**src/rtl/mcc_pkg.sv**
```systemverilog
package mcc_pkg;

    localparam int OPC_W = 6;
    localparam int ST_W  = 4;

    localparam logic [OPC_W-1:0] OPC_RTYPE = 6'b000000;
    localparam logic [OPC_W-1:0] OPC_ORI   = 6'b001101;
    localparam logic [OPC_W-1:0] OPC_LW    = 6'b100011;
    localparam logic [OPC_W-1:0] OPC_SW    = 6'b101011;
    localparam logic [OPC_W-1:0] OPC_BEQ   = 6'b000100;

    typedef enum logic [ST_W-1:0] {
        ST_FETCH    = 4'h0,
        ST_DECODE   = 4'h1,
        ST_BR_TAKEN = 4'h2,
        ST_BR_SKIP  = 4'h3,
        ST_RT_EXEC  = 4'h4,
        ST_RT_WB    = 4'h5,
        ST_ORI_EXEC = 4'h6,
        ST_ORI_WB   = 4'h7,
        ST_LD_ADDR  = 4'h8,
        ST_LD_MEM   = 4'h9,
        ST_LD_WB    = 4'hA,
        ST_ST_ADDR  = 4'hB,
        ST_ST_MEM   = 4'hC
    } ctl_state_e;

    typedef enum logic [1:0] {
        ALU_ADD_SX = 2'b00,
        ALU_OR_ZX  = 2'b01,
        ALU_FUNCT  = 2'b10
    } alu_sel_e;

    typedef struct packed {
        logic     ir_en;
        logic     a_en;
        logic     b_en;
        alu_sel_e alu;
        logic     r_en;
        logic     m_en;
        logic     pc_en;
        logic     pc_src;
        logic     mem_rd;
        logic     mem_wr;
        logic     reg_wr;
        logic     dst_rd;
        logic     wsel_mem;
    } ctl_word_t;

    function automatic logic is_terminal(input ctl_state_e s);
        return (s == ST_BR_TAKEN) || (s == ST_BR_SKIP) || (s == ST_RT_WB) ||
               (s == ST_ORI_WB)   || (s == ST_LD_WB)   || (s == ST_ST_MEM);
    endfunction

endpackage

```
**src/rtl/mcc_seq_next.sv**
```systemverilog
module mcc_seq_next
    import mcc_pkg::*;
(
    input  ctl_state_e       cur,
    input  logic [OPC_W-1:0] opcode,
    input  logic             equal,
    output ctl_state_e       nxt
);
    ctl_state_e dec_target;

    // Class dispatch out of decode; anything unknown skips ahead by 4.
    always_comb begin
        case (opcode)
            OPC_RTYPE: dec_target = ST_RT_EXEC;
            OPC_ORI:   dec_target = ST_ORI_EXEC;
            OPC_LW:    dec_target = ST_LD_ADDR;
            OPC_SW:    dec_target = ST_ST_ADDR;
            OPC_BEQ:   dec_target = equal ? ST_BR_TAKEN : ST_BR_SKIP;
            default:   dec_target = ST_BR_SKIP;
        endcase
    end

    always_comb begin
        case (cur)
            ST_FETCH:    nxt = ST_DECODE;
            ST_DECODE:   nxt = dec_target;
            ST_RT_EXEC:  nxt = ST_RT_WB;
            ST_ORI_EXEC: nxt = ST_ORI_WB;
            ST_LD_ADDR:  nxt = ST_LD_MEM;
            ST_LD_MEM:   nxt = ST_LD_WB;
            ST_ST_ADDR:  nxt = ST_ST_MEM;
            default:     nxt = ST_FETCH;
        endcase
    end
endmodule

```
**src/rtl/mcc_ctl_out.sv**
```systemverilog
module mcc_ctl_out
    import mcc_pkg::*;
(
    input  ctl_state_e cur,
    output ctl_word_t  ctl
);
    always_comb begin
        ctl = ctl_word_t'('0);
        case (cur)
            ST_FETCH: begin
                ctl.ir_en  = 1'b1;
                ctl.mem_rd = 1'b1;
            end
            ST_DECODE: begin
                ctl.a_en = 1'b1;
                ctl.b_en = 1'b1;
            end
            ST_BR_TAKEN: begin
                ctl.pc_en  = 1'b1;
                ctl.pc_src = 1'b1;
            end
            ST_BR_SKIP: ctl.pc_en = 1'b1;
            ST_RT_EXEC: begin
                ctl.alu  = ALU_FUNCT;
                ctl.r_en = 1'b1;
            end
            ST_RT_WB: begin
                ctl.reg_wr = 1'b1;
                ctl.dst_rd = 1'b1;
                ctl.pc_en  = 1'b1;
            end
            ST_ORI_EXEC: begin
                ctl.alu  = ALU_OR_ZX;
                ctl.r_en = 1'b1;
            end
            ST_ORI_WB: begin
                ctl.reg_wr = 1'b1;
                ctl.pc_en  = 1'b1;
            end
            ST_LD_ADDR, ST_ST_ADDR: begin
                ctl.alu  = ALU_ADD_SX;
                ctl.r_en = 1'b1;
            end
            ST_LD_MEM: begin
                ctl.m_en   = 1'b1;
                ctl.mem_rd = 1'b1;
            end
            ST_LD_WB: begin
                ctl.reg_wr   = 1'b1;
                ctl.wsel_mem = 1'b1;
                ctl.pc_en    = 1'b1;
            end
            ST_ST_MEM: begin
                ctl.mem_wr = 1'b1;
                ctl.pc_en  = 1'b1;
            end
            default: ctl = ctl_word_t'('0);
        endcase
    end
endmodule

```
**src/rtl/mcc_ctrl_top.sv**
```systemverilog
module mcc_ctrl_top
    import mcc_pkg::*;
(
    input  logic             clk,
    input  logic             rst,
    input  logic [OPC_W-1:0] opcode,
    input  logic             equal,
    output logic             ir_en,
    output logic             a_en,
    output logic             b_en,
    output logic [1:0]       alu_op,
    output logic             r_en,
    output logic             m_en,
    output logic             pc_en,
    output logic             pc_src,
    output logic             mem_rd,
    output logic             mem_wr,
    output logic             reg_wr,
    output logic             dst_rd,
    output logic             wsel_mem,
    output logic [ST_W-1:0]  phase
);
    ctl_state_e state;
    ctl_state_e state_nxt;
    ctl_word_t  ctl_raw;
    ctl_word_t  ctl;

    mcc_seq_next u_next (
        .cur    (state),
        .opcode (opcode),
        .equal  (equal),
        .nxt    (state_nxt)
    );

    mcc_ctl_out u_out (
        .cur (state),
        .ctl (ctl_raw)
    );

    always_ff @(posedge clk) begin
        if (rst) state <= ST_FETCH;
        else     state <= state_nxt;
    end

    // Reset silences every strobe in the same cycle it is raised.
    assign ctl = rst ? ctl_word_t'('0) : ctl_raw;

    assign ir_en    = ctl.ir_en;
    assign a_en     = ctl.a_en;
    assign b_en     = ctl.b_en;
    assign alu_op   = ctl.alu;
    assign r_en     = ctl.r_en;
    assign m_en     = ctl.m_en;
    assign pc_en    = ctl.pc_en;
    assign pc_src   = ctl.pc_src;
    assign mem_rd   = ctl.mem_rd;
    assign mem_wr   = ctl.mem_wr;
    assign reg_wr   = ctl.reg_wr;
    assign dst_rd   = ctl.dst_rd;
    assign wsel_mem = ctl.wsel_mem;
    assign phase    = state;


    rst_to_fetch_chk: assert property (@(posedge clk) rst |=> (state == ST_FETCH));


    fetch_to_decode_chk: assert property (@(posedge clk) disable iff (rst)
        (state == ST_FETCH) |=> (state == ST_DECODE));


    beq_taken_chk: assert property (@(posedge clk) disable iff (rst)
        (state == ST_DECODE && opcode == OPC_BEQ && equal) |=> (state == ST_BR_TAKEN));


    rtype_fixed_chk: assert property (@(posedge clk) disable iff (rst)
        (state == ST_RT_EXEC) |=> (state == ST_RT_WB));


    pc_update_return_chk: assert property (@(posedge clk) disable iff (rst)
        pc_en |=> (state == ST_FETCH));


    terminal_pc_chk: assert property (@(posedge clk) disable iff (rst)
        is_terminal(state) |-> pc_en);


    strobe_excl_chk: assert property (@(posedge clk) disable iff (rst)
        !(mem_rd && mem_wr) && !(reg_wr && mem_wr));

endmodule

```
**config.mk**
```make
export PLATFORM = sky130hd
export DESIGN_NAME = mcc_ctrl_top
export DESIGN_NICKNAME = d
export VERILOG_FILES = /design/src/rtl/mcc_pkg.sv /design/src/rtl/mcc_seq_next.sv /design/src/rtl/mcc_ctl_out.sv /design/src/rtl/mcc_ctrl_top.sv
export SDC_FILE = /design/constraint.sdc
export NUM_CORES = 1
export LEC_CHECK = 0
export BUFFER_PORTS_ARGS = -buffer_cell sky130_fd_sc_hd__buf_2
export CAP_MARGIN = 20
export CORE_AREA = 2 2 40 42
export DETAILED_ROUTE_END_ITERATION = 12
export DIE_AREA = 0 0 42 44
export PLACE_DENSITY = 0.85
export SETUP_SLACK_MARGIN = 0.15
export SYNTH_ARGS = -nofsm -noshare
export SYNTH_HDL_FRONTEND = slang
export SYNTH_HIERARCHICAL = 1
export SYNTH_SLANG_ARGS = --single-unit
```
**constraint.sdc**
```tcl
create_clock -name clk -period 1.6 [get_ports clk]
set_input_delay 0.32 -clock clk [delete_from_list [all_inputs] [get_ports clk]]
set_output_delay 0.32 -clock clk [all_outputs]
set_load 0.005 [all_outputs]
```
==> metrics <==
YS warnings 6; Slew @ Worst Pin 0.277 ns; Layout Nets 130; WHS 0.524 ns; Worst Path Required 1.28 ns; reg2reg start phase[1]; area grow syn2layout 53.6%; global route total overflow 0; leading cell type in the layout, fill and taps excluded buf_2; DRC Markers 0; run status completed; #FFs+latches synth 4; pwr dens 489 nW/um^2; VDD IR max 0.000262 V; diode count 0; Non-Filler Instances 135; upper clock frequency limit 628 MHz; Leakage 0.447 nW; drt pass-1 iters 4; I/O pins 27; cell count after synthesis 81; delay-heaviest family, CP flip-flops; Routed Antenna Nets 0; Critical Path Sink Type output port; first-pass GRT wire length 2640 microns; CP max-delay cell dfxtp_4; CP Max Fanout 6; number of flip-flops in the largest register 4; FILL cells 136; htree depth 1; RSZ-0062 raised after global routing true; Post-Synthesis Cell Area 596 sq um; number of global-route vias before repair 689; syn_area_per_cell 7.35 sq um; Slew Viols, Final 0; Die Span Y 44 microns; startpoint types flop; Clock Skew 0.00564 ns; RePlAce Congestion 0.842; antenna violations before repair 0; post-layout min period 1.59 ns; Netlist cell types 34; Worst Setup SP phase[3]; dpl cells 125; final period utilization 99.5%; Rows 14; sequential fraction of the synthesis area 13.4%; worst path arrival time 1.27 ns; All-Layer GR Usage 18.5%; hold_sp rst; Via-to-Cell Ratio 5.45; Setup violations, final 0; vias 736; CTS Sinks 4; largest net degree at the start of global routing 19; kind of critical path reg2out; register area 95.1 sq um; max incr delay on CP 0.37 ns; latest clock arrival within the worst-skew pair 0.24 ns; Clock Tree Buf Depth 2; CP bufs+invs 1; multi-input logic area 515 sq um; die area 1850 sq um; post-detail-place hpwl 1160 microns; core area 1420 sq um; Rel. slew slack 81.5%; CTS tree built; Total Power 0.447 mW; share of layout cells above drive strength 1 52.1%; Iter 0 DRT Violations 18; Synth Net Count 90; crit-path cells nor2_2 > a21o_1 > a221oi_2 > nor2b_1 > buf_2; Die Width 42 microns; Post-Route WL 1720 microns; worst hold path type in2reg; Root Driver clkbuf_4; drt wl/cell 12.8 microns; fin util 64.5%; Final WS setup 0.00851 ns; I/O Buffers 26; initial core utilization 42.0%; Setup WS pre-CTS 0.103 ns; Clk pin slew, worst setup/hold paths 0.04 ns; most frequent cells in the layout 26 x buf_2, 13 x nor2b_1, 8 x buf_4; # Max-Cap Violations 0; final hold viol count 0; number of CTS-inserted buffers 3
==> synthesized netlist by cell type (all sizes together) <==
master	n	area (sq um)
a21o	1	7.51
a21oi	2	10.0
a221oi	1	15.0
a311oi	1	8.76
a31oi	1	6.26
and2b	7	52.6
and3	1	6.26
and4b	1	10.0
buf	5	42.5
dfxtp	4	80.1
inv	1	3.75
mux2	1	11.3
nand2	4	15.0
nand2b	5	46.3
nand3	2	15.0
nor2	7	26.3
nor2b	13	81.3
nor3	7	35.0
nor3b	1	7.51
nor4	2	12.5
nor4bb	2	20.0
o21ai	5	28.8
o22ai	1	6.26
o2bb2ai	1	8.76
o31ai	1	7.51
or3	1	6.26
or3b	1	8.76
or4	1	7.51
xor2	1	8.76
==> per-stage QoR <==
stage	setup TNS (ns)	instance area [sq um]
4_1_cts	0	856
2_1_floorplan	0	597
3_3_place_gp	0	757
5_1_grt	-0.259	915
3_5_place_dp	0	757
6_report	0	915
==> worst paths after layout <==
kind	to	slack, ns	cells after the start
hold reg to reg	phase[0]	0.73	3
setup / recovery	pc_en	0.009	5
hold / removal	phase[3]	0.52	2
setup reg to reg	phase[0]	0.17	5
==> routing by layer <==
layer	GRT usage, %	vias up	part of all wire, %
li1	-	368	-
met1	16.5	337	39
met3	2.92	2	6.2
met4	10.3	0	0.29
met5	0	-	0
met2	38.8	29	54
==> worst reg2reg max path, stage by stage, from the launching register on <==
cell and delay [ns]:
dfxtp_4 0.35, buf_4 0.15, or3b_4 0.41, a311oi_2 0.19, o2bb2ai_1 0.14, and2b_1 0.12
==> cells by family after synthesis <==
logic type / synth area share, %
AOI/OAI and AO/OA: 16.6
buffers and inverters: 7.77
xor gates and xnor gates: 1.47
and+or+nand+nor: 58.8
muxes: 1.89
DFF: 13.4
==> power by group <==
group | switching (mW) | leakage (nW) | total [mW] | internal (mW)
combinational | 0.0913 | 0.397 | 0.204 | 0.113
sequential | 0.0118 | 0.0355 | 0.116 | 0.104
clock | 0.0432 | 0.0138 | 0.127 | 0.0840
total | 0.146 | 0.447 | 0.447 | 0.301
==> cell type report <==
| type | instances | area share (%) |
|---|---|---|
| repair buffers | 40 | 28.2 |
| flip-flops and latches | 4 | 10.4 |
| clock buffers | 3 | 2.46 |
| multi-input cells | 71 | 56.4 |
| inverters | 1 | 0.410 |
| well taps | 16 | 2.19 |
==> repair_timing <==
| action | 4_1_cts | 5_1_grt |
|---|---|---|
| hold buffers | 0 | 0 |
| buffers inserted | 5 | 2 |
| setup endpoints to repair | 16 | 17 |
| gates resized for setup | 13 | 14 |
| pin swaps | 1 | 5 |
No activity file was read; power rests on OpenSTA's default activity.
